--- config.mk ---
export PLATFORM = sky130hd
export DESIGN_NAME = brg_err_stat
export DESIGN_NICKNAME = d
export VERILOG_FILES = /design/src/rtl/brg_pkg.sv /design/src/rtl/brg_flag_bank.sv /design/src/rtl/brg_rd_watchdog.sv /design/src/rtl/brg_ctl_regs.sv /design/src/rtl/brg_err_stat.sv
export SDC_FILE = /design/constraint.sdc
export NUM_CORES = 1
export LEC_CHECK = 0
export BUFFER_PORTS_ARGS = -buffer_cell sky130_fd_sc_hd__buf_2
export CAP_MARGIN = 20
export CORE_ASPECT_RATIO = 0.7
export CORE_MARGIN = 2
export CORE_UTILIZATION = 49
export DETAILED_ROUTE_END_ITERATION = 16
export HOLD_SLACK_MARGIN = 0.03
export PLACE_DENSITY = 0.81
export SLEW_MARGIN = 20
export SYNTH_ARGS = -nofsm -noshare
export SYNTH_HDL_FRONTEND = slang
export SYNTH_SLANG_ARGS = --single-unit
--- constraint.sdc ---
create_clock -name clk -period 4 [get_ports clk]
set_clock_uncertainty 0.05 [all_clocks]
set_input_delay 0.6 -clock clk [delete_from_list [all_inputs] [get_ports clk]]
set_output_delay 0.6 -clock clk [all_outputs]
set_load 0.01 [all_outputs]
--- src/rtl/brg_pkg.sv ---
package brg_pkg;
  localparam int DATA_W    = 32;
  localparam int NFLAG     = 4;
  localparam int DIV_W     = 3;
  localparam int RATIO_LSB = 24;
  localparam int PROG_LSB  = 16;
  localparam int CTL0_POS  = 0;
  localparam int EN_SHIFT  = 16;

  typedef enum int {EV_DISCARD = 0, EV_PERR = 1, EV_SERR = 2, EV_TERR = 3} ev_idx_e;

  typedef enum logic [DIV_W-1:0] {
    DIV_RSV_LO = 3'b000, DIV_BY1 = 3'b001, DIV_BY2 = 3'b010, DIV_BY3 = 3'b011,
    DIV_BY4    = 3'b100, DIV_BY5 = 3'b101, DIV_BY1P5 = 3'b110, DIV_RSV_HI = 3'b111
  } div_code_e;

  function automatic int flag_pos(input int idx);
    case (idx)
      EV_DISCARD: return 31;
      EV_PERR:    return 29;
      EV_SERR:    return 28;
      default:    return 27;
    endcase
  endfunction

  function automatic int en_pos(input int idx);
    return flag_pos(idx) - EN_SHIFT;
  endfunction
endpackage

--- src/rtl/brg_flag_bank.sv ---
module brg_flag_bank #(
  parameter int N = 4
) (
  input  logic         clk,
  input  logic         rst_n,
  input  logic [N-1:0] set_i,
  input  logic [N-1:0] clr_i,
  output logic [N-1:0] flag_o
);
  for (genvar g = 0; g < N; g++) begin : g_flag
    logic flag_q, flag_n, upd;

    always_comb begin
      upd    = set_i[g] | clr_i[g];
      flag_n = (flag_q & ~clr_i[g]) | set_i[g];
    end

    always_ff @(posedge clk or negedge rst_n) begin
      if (!rst_n)   flag_q <= 1'b0;
      else if (upd) flag_q <= flag_n;
    end

    assign flag_o[g] = flag_q;
  end
endmodule

--- src/rtl/brg_rd_watchdog.sv ---
module brg_rd_watchdog #(
  parameter int TIMEOUT_CYC = 32768
) (
  input  logic clk,
  input  logic rst_n,
  input  logic ready_i,
  input  logic retry_i,
  output logic expire_o,
  output logic flush_o
);
  localparam int CW = (TIMEOUT_CYC > 2) ? $clog2(TIMEOUT_CYC) : 1;
  localparam logic [CW-1:0] LAST = CW'(TIMEOUT_CYC - 1);

  logic          pend_q, pend_n;
  logic [CW-1:0] cnt_q, cnt_n;
  logic          flush_q;
  logic          cnt_en;

  always_comb begin
    expire_o = pend_q && (cnt_q == LAST) && !retry_i && !ready_i;
    cnt_en   = ready_i | retry_i | pend_q;
    pend_n   = pend_q;
    cnt_n    = cnt_q;
    if (ready_i) begin
      pend_n = 1'b1;
      cnt_n  = '0;
    end else if (retry_i || expire_o) begin
      pend_n = 1'b0;
      cnt_n  = '0;
    end else if (pend_q) begin
      cnt_n  = cnt_q + 1'b1;
    end
  end

  always_ff @(posedge clk or negedge rst_n) begin
    if (!rst_n) begin
      pend_q <= 1'b0;
      cnt_q  <= '0;
    end else if (cnt_en) begin
      pend_q <= pend_n;
      cnt_q  <= cnt_n;
    end
  end

  always_ff @(posedge clk or negedge rst_n) begin
    if (!rst_n) flush_q <= 1'b0;
    else        flush_q <= expire_o;
  end

  assign flush_o = flush_q;
endmodule

--- src/rtl/brg_ctl_regs.sv ---
module brg_ctl_regs
  import brg_pkg::*;
#(
  parameter int N = NFLAG
) (
  input  logic             clk,
  input  logic             rst_n,
  input  logic             we_i,
  input  logic [N-1:0]     en_wr_i,
  input  logic [DIV_W-1:0] prog_wr_i,
  input  logic             ctl0_wr_i,
  input  logic [DIV_W-1:0] strap_ratio_i,
  input  logic [DIV_W-1:0] strap_prog_i,
  output logic [N-1:0]     en_o,
  output logic [DIV_W-1:0] prog_o,
  output logic             ctl0_o,
  output logic [DIV_W-1:0] ratio_o
);
  logic [N-1:0]     en_q;
  logic             ctl0_q;
  logic [DIV_W-1:0] prog_q, prog_n;
  logic [DIV_W-1:0] ratio_q;

  always_ff @(posedge clk or negedge rst_n) begin
    if (!rst_n) begin
      en_q   <= '0;
      ctl0_q <= 1'b1;
    end else if (we_i) begin
      en_q   <= en_wr_i;
      ctl0_q <= ctl0_wr_i;
    end
  end

  // Strap-loaded fields take the strap value on every edge while reset is low.
  always_comb begin
    prog_n = prog_q;
    if (!rst_n)    prog_n = strap_prog_i;
    else if (we_i) prog_n = prog_wr_i;
  end

  always_ff @(posedge clk) begin
    if (!rst_n || we_i) prog_q <= prog_n;
  end

  always_ff @(posedge clk) begin
    if (!rst_n) ratio_q <= strap_ratio_i;
  end

  assign en_o    = en_q;
  assign prog_o  = prog_q;
  assign ctl0_o  = ctl0_q;
  assign ratio_o = ratio_q;
endmodule

--- src/rtl/brg_err_stat.sv ---
module brg_err_stat
  import brg_pkg::*;
#(
  parameter int TIMEOUT_CYC = 32768
) (
  input  logic              clk,
  input  logic              rst_n,
  input  logic              reg_we,
  input  logic [DATA_W-1:0] reg_wdata,
  output logic [DATA_W-1:0] reg_rdata,
  input  logic              perr_evt,
  input  logic              serr_evt,
  input  logic              terr_evt,
  input  logic              dr_ready,
  input  logic              dr_retry,
  input  logic [DIV_W-1:0]  strap_ratio,
  input  logic [DIV_W-1:0]  strap_prog,
  output logic              dr_flush,
  output logic              irq
);
  logic [NFLAG-1:0] set_v, clr_v, flag_v, en_wr_v, en_v;
  logic [DIV_W-1:0] prog_v, ratio_v;
  logic             ctl0_v;
  logic             expire;
  logic             irq_q, irq_n;
  logic             unused_wbits;

  for (genvar g = 0; g < NFLAG; g++) begin : g_map
    assign clr_v[g]   = reg_we & reg_wdata[flag_pos(g)];
    assign en_wr_v[g] = reg_wdata[en_pos(g)];
  end

  assign set_v = {terr_evt, serr_evt, perr_evt, expire};

  assign unused_wbits = ^{reg_wdata[30], reg_wdata[26:19], reg_wdata[14], reg_wdata[10:1]};

  brg_rd_watchdog #(.TIMEOUT_CYC(TIMEOUT_CYC)) u_wdog (
    .clk      (clk),
    .rst_n    (rst_n),
    .ready_i  (dr_ready),
    .retry_i  (dr_retry),
    .expire_o (expire),
    .flush_o  (dr_flush)
  );

  brg_flag_bank #(.N(NFLAG)) u_flags (
    .clk    (clk),
    .rst_n  (rst_n),
    .set_i  (set_v),
    .clr_i  (clr_v),
    .flag_o (flag_v)
  );

  brg_ctl_regs #(.N(NFLAG)) u_ctl (
    .clk           (clk),
    .rst_n         (rst_n),
    .we_i          (reg_we),
    .en_wr_i       (en_wr_v),
    .prog_wr_i     (reg_wdata[PROG_LSB +: DIV_W]),
    .ctl0_wr_i     (reg_wdata[CTL0_POS]),
    .strap_ratio_i (strap_ratio),
    .strap_prog_i  (strap_prog),
    .en_o          (en_v),
    .prog_o        (prog_v),
    .ctl0_o        (ctl0_v),
    .ratio_o       (ratio_v)
  );

  always_comb irq_n = |(flag_v & en_v);

  always_ff @(posedge clk or negedge rst_n) begin
    if (!rst_n) irq_q <= 1'b0;
    else        irq_q <= irq_n;
  end

  assign irq = irq_q;

  always_comb begin
    reg_rdata = '0;
    for (int i = 0; i < NFLAG; i++) begin
      reg_rdata[flag_pos(i)] = flag_v[i];
      reg_rdata[en_pos(i)]   = en_v[i];
    end
    reg_rdata[RATIO_LSB +: DIV_W] = ratio_v;
    reg_rdata[PROG_LSB +: DIV_W]  = prog_v;
    reg_rdata[CTL0_POS]           = ctl0_v;
  end
endmodule

==> out/metrics.yaml, run 1 <==
status: "complete, no violations"
grt_use_total_pct: 16.9
clkLatencyLatePin_ps: 280
worstPathArrival_ps: 1800
busiest_layer: "met2"
drive_gt1_share_pct: 34.8
die_area_mm2: 0.00387
grt_use_met2_pct: 25.7
slowest_stage: "or4_4"
power-per-cell-area_mw_per_mm2: 359
syn_to_final_growth_pct: 13.0
synth_cell_types: 35
crit_chain: "nand4_1 > or4_4 > a31oi_1 > nor3_1"
cp-start-kind: "flop"
final_max_slew_viol_count: 0
dp_hpwl_um: 2170
final.period_utilization_pct: 42.6
netlist_instances: 145
placed_cell_area_mm2: 0.00179
fin_crit_ps: 1700
crit_type: "flop to flop"
setup_tns_ps: 0
post_cts_buffers: 0
vias: 1150
p_leak_uw: 0.000840
ctsHoldBuffers: 0
cap_violations: 0
final_net_count: 233
grt_max_degree: 33
design_area_mm2: 0.00187
avgSynthCellArea_um2: 11.4
use_met1_pct: 22.2
clk_pin_slew_ps: 70
cts_resized: 0
die_width_um: 73.5
ys_seq_area_share_pct: 51.7
vias_per_cell: 5.11
place.gp.congestion: 0.782
antenna_found_initial: 0
crit_required_ps: 4100
ys_seq_elements: 33
rows: 17
worst-path-max-fanout: 5
setup_viol: 0
cp_slowest_stage_delay_ps: 610
synth_edf_count: 6
clockBufferDepth: 2
slew_headroom_pct: 55.7
die_y_um: 52.7
root_buffer: "clkbuf_8"
hold_viol_final: 0
cp-end-kind: "flop"
crit_family: "simple AND/OR/NAND/NOR gates"
drc_errors: 0
start_util_pct: 52.0
clock-sinks: 33
grt_setup_unrepaired: "no"
ant_nets: 0
htreeDepth: 2
fmax_mhz: 587
yosys_warnings: 0
cp_num_buf_inv: 0
avgRoutedWirePerCell_um: 12.9
grt_use_met3_pct: 4.04
wirelength_um: 2910
ir_drop_mv: 0.214
grt_first_pass_wirelength_um: 4790
cts_tree: "done"
synth-async-reset-ratio_pct: 81.8
n_antenna_cell: 0
portBuffers: 42
first_global_vias: 1076
synth-main-ff-cell: "dfrtp_1"
core_mm2: 0.00319
gr-total-overflow: 0
cts_buffers: 5
drt_iter0_markers: 32
netlist_area_mm2: 0.00166
ios: 80
tightest_slew_ps: 665
dr.pass1.iters: 4
holdCritPathClass: "input port to asynchronous set/reset pin"
nFillCells: 271
## per-layer routing
metal / up-vias / wire, um / part of all wire (%)
li1: 545 / - / -
met1: 548 / 1400 / 48
met2: 53 / 1260 / 43
met3: 4 / 196 / 6.7
met4: 0 / 55 / 1.9
met5: - / 0 / 0
## worst reg2reg max path, stage by stage (launching register included)
cell and delay, ps:
dfrtp_1 450, nand4_1 190, or4_4 610, a31oi_1 210, nor3_1 70
## kinds of logic (layout without fill, tap and decap cells)
| family | count (synthesis) | in the layout | synth area share, % |
|---|---|---|---|
| xor gates and xnor gates | 11 | 11 | 5.81 |
| buffers and inverters | 27 | 53 | 11.8 |
| and+or+nand+nor | 50 | 50 | 16.8 |
| DFF | 33 | 33 | 51.7 |
| muxes | 8 | 8 | 5.43 |
| adders and majority gates | 1 | 1 | 0.755 |
| AOI/OAI and AO/OA | 14 | 14 | 7.55 |
| other | 1 | 17 | 0.226 |
## area by class of cell
| class | instances | area, um2 | share of cell area (%) |
|---|---|---|---|
| Tap cell | 38 | 47.5 | 2.54 |
| Clock buffer | 5 | 68.8 | 3.67 |
| Clock inverter | 3 | 12.5 | 0.668 |
| Multi-Input combinational cell | 101 | 666 | 35.5 |
| Sequential cell | 33 | 857 | 45.8 |
| Inverter | 3 | 11.3 | 0.601 |
| Timing Repair Buffer | 42 | 210 | 11.2 |
## power breakdown
group	internal, uW	switching [uW]
Combinational	29.9	41.6
Clock	117	115
Sequential	360	9.28
Total	507	166
## cell usage in the layout (no fill, tap or decap), types with 2 or more instances in the layout
| cell | Yosys | layout |
|---|---|---|
| inv_1 | 3 | 3 |
| edfxtp_1 | 6 | 6 |
| conb_1 | 1 | 17 |
| nor4_1 | 3 | 3 |
| mux2_2 | 8 | 8 |
| a31oi_1 | 2 | 2 |
| buf_2 | 0 | 42 |
| a22oi_1 | 2 | 2 |
| nand2_1 | 12 | 12 |
| nand4_1 | 6 | 6 |
| clkinv_1 | 0 | 2 |
| a21o_1 | 4 | 4 |
| nor2_1 | 16 | 16 |
| dfrtp_1 | 26 | 26 |
| nor3_1 | 4 | 4 |
| clkbuf_8 | 0 | 5 |
| xnor2_1 | 10 | 10 |
## final timing paths
| path | start | endpoint | slack, ps | cells after the start |
|---|---|---|---|---|
| worst min-delay path | rst_n | u_flags.g_flag[0].flag_q | 300 | 1 |
| worst min register to register | u_flags.g_flag[3].flag_q | u_flags.g_flag[3].flag_q | 450 | 1 |
| max in group asynchronous | rst_n | u_wdog.cnt_q[6] | 3160 | 1 |
| min in group clk | terr_evt | u_flags.g_flag[3].flag_q | 440 | 2 |
| worst max-delay path | u_wdog.cnt_q[9] | u_wdog.cnt_q[1] | 2300 | 4 |
| worst max register to register | u_wdog.cnt_q[9] | u_wdog.cnt_q[1] | 2300 | 4 |
## stage by stage
step	setup WS, ps	utilization [%]	std cells	hold slack, ps	total power [uW]
after floorplan	2460	-	161	254	427
after global placement	2110	56.2	217	435	445
after detailed placement	2090	56.2	217	438	448
after CTS	2310	58.7	225	319	681
after global routing	2210	58.7	225	358	706
final	2300	58.7	225	300	672
## registers in the layout, indices dropped and copies added, names as in the netlist
register	count
irq	1
u_ctl.ctl0_o	1
u_ctl.en_o	4
u_ctl.prog_o	3
u_ctl.ratio_o	3
u_flags.g_flag.flag_q	4
u_wdog.cnt_q	15
u_wdog.flush_o	1
u_wdog.pend_q	1
## synthesized netlist by cell type (2+ instances only)
| cell | n | area share, % |
|---|---|---|
| xnor2_1 | 10 | 5.3 |
| a21o_1 | 4 | 1.8 |
| a31oi_1 | 2 | 0.75 |
| nand4_1 | 6 | 2.3 |
| buf_4 | 22 | 10 |
| mux2_2 | 8 | 5.4 |
| inv_1 | 3 | 0.68 |
| nor2_1 | 16 | 3.6 |
| nand2_1 | 12 | 2.7 |
| edfxtp_1 | 6 | 11 |
| nor3_1 | 4 | 1.2 |
| a22oi_1 | 2 | 0.91 |
| dfrtp_1 | 26 | 39 |
| nor4_1 | 3 | 1.1 |
Power figures use the tool's default switching activity.
==> inputs of run 2 (changes only) <==
Settings changed: CORE_UTILIZATION 49 to 46, PLACE_DENSITY 0.81 to 0.77.
Clock period 4 ns to 1.71 ns, I/O delays scaled along.
==> out/metrics.yaml, run 2 (synthesis results as in run 1) <==
grt_first_pass_wirelength_um: 4560  # -4.8%
drt_iter0_markers: 41  # +28%
design_area_mm2: 0.00195  # +4.3%
start_util_pct: 47.5  # -4.5 points
final.period_utilization_pct: 95.0  # +52 points
crit_required_ps: 1810  # -2290 ps
die_y_um: 54.2  # +3.0%
power-per-cell-area_mw_per_mm2: 808  # +130%
cts_tree: "done"
cap_violations: 0  # unchanged
slowest_stage: "or4_4"
dp_hpwl_um: 2200  # +1.4%
fin_crit_ps: 1620  # -78.7 ps
die_width_um: 75.8  # +3.0%
p_leak_uw: 0.000875  # +4.2%
placed_cell_area_mm2: 0.00186  # +3.8%
cp_slowest_stage_delay_ps: 490  # -120 ps
largest_register_ffs: 15  # unchanged
avgRoutedWirePerCell_um: 11.8  # -8.3%
htreeDepth: 2  # unchanged
fmax_mhz: 616  # +4.8%
status: "complete, no violations"
clockBufferDepth: 2  # unchanged
nFillCells: 304  # +12%
gr-total-overflow: 0  # unchanged
ir_drop_mv: 0.394  # +84%
layout_common_cells: "42 x buf_2, 26 x dfrtp_1, 17 x conb_1, 16 x nor2_1, 12 x nand2_1"
clkLatencyLatePin_ps: 280  # about the same
final_max_slew_viol_count: 0  # unchanged
n_antenna_cell: 0  # unchanged
mostFrequentLayoutCell: "buf_2"
clock-sinks: 33  # unchanged
cp-start-kind: "flop"
die_area_mm2: 0.00411  # +6.1%
ff_latch_area_um2: 857  # unchanged
setup_viol: 0  # unchanged
crit_family: "simple AND/OR/NAND/NOR gates"
grt_max_degree: 14  # -58%
drive_gt1_share_pct: 37.4  # +2.7 points
root_buffer: "clkbuf_8"
grt_use_total_pct: 15.4  # -1.5 points
portBuffers: 42  # unchanged
cts_buffers: 5  # unchanged
antenna_found_initial: 0  # unchanged
grt_setup_unrepaired: "no"
ios: 80  # unchanged
crit_type: "flop to flop"
holdCritPathClass: "input port to flop"
syn_to_final_growth_pct: 17.8
place.gp.congestion: 0.793  # +1.4%
hold_viol_final: 0  # unchanged
drc_errors: 0  # unchanged
cp-end-kind: "flop"
cp_num_buf_inv: 0  # unchanged
wirelength_um: 2900  # -0.17%
ant_nets: 0  # unchanged
vias_per_cell: 4.67  # -8.6%
p_total_uw: 1580  # +130%
final_net_count: 241  # +3.4%
vias: 1145  # -0.43%
clk_pin_slew_ps: 60  # about the same
worstPathArrival_ps: 1730  # -70 ps
setup_tns_ps: 0  # unchanged
post_cts_buffers: 0  # unchanged
top_register: "u_wdog.cnt_q"
multiInputGateArea_um2: 668  # +0.38%
rows: 18  # +1
worst-path-max-fanout: 4  # -1
crit_chain: "ha_2 > nand4_1 > or4_4 > a31oi_1 > nor3_1"
core_mm2: 0.00349  # +9.4%
first_global_vias: 1031  # -4.2%
dr.pass1.iters: 3  # -1
## run 2: worst paths after layout
| kind | endpoint | cells after the start | slack, ps | startpoint |
|---|---|---|---|---|
| setup / recovery | u_wdog.cnt_q[1] | 5 | 90 | u_wdog.cnt_q[0] |
| min in group asynchronous | u_ctl.en_o[3] | 2 | 320 | rst_n |
| max in group asynchronous | u_ctl.ctl0_o | 3 | 800 | rst_n |
| hold / removal | u_ctl.ratio_o[2] | 1 | 100 | strap_ratio[2] |
| hold reg to reg | u_flags.g_flag[3].flag_q | 1 | 460 | u_flags.g_flag[3].flag_q |
| setup reg to reg | u_wdog.cnt_q[1] | 5 | 90 | u_wdog.cnt_q[0] |
## run 2: layout make-up
cell class	instances	share of cell area, %
repair buffers	50	14.0
flip-flops and latches	33	43.9
clock buffers	7	3.91
well taps	50	3.20
multi-input cells	101	34.2
clock inverters	1	0.256
inverters	3	0.577
## run 2: routing by layer
layer / routed length, um / global-route usage, %
met1: 1460 / 19.0
met2: 1240 / 23.9
met3: 183 / 5.89
met4: 23 / 7.89
met5: 0 / 0
## run 2: report_power, final
part	internal [uW]	switching, uW	total [uW]
sequential	841	21.5	863
combinational	74.6	98.0	173
clock	285	258	543
total	1200	378	1580
## run 2: through the flow
step | cells | utilization [%] | setup WS, ps | hold WS (ps)
2_1_floorplan | 161 | - | 172 | -89.1
3_3_place_gp | 236 | 53.3 | 104 | 71.4
3_5_place_dp | 236 | 53.3 | 92.7 | 68.7
4_1_cts | 245 | 55.9 | 68.4 | 93.2
5_1_grt | 245 | 55.9 | 7.08 | 85.4
6_report | 245 | 55.9 | 85.6 | 102
## run 2: what timing repair did
action,4_1_cts,5_1_grt
hold buffers,1,0
gates resized for setup,0,1
setup endpoints to repair,0,1
endpoints found under the hold margin,3,0
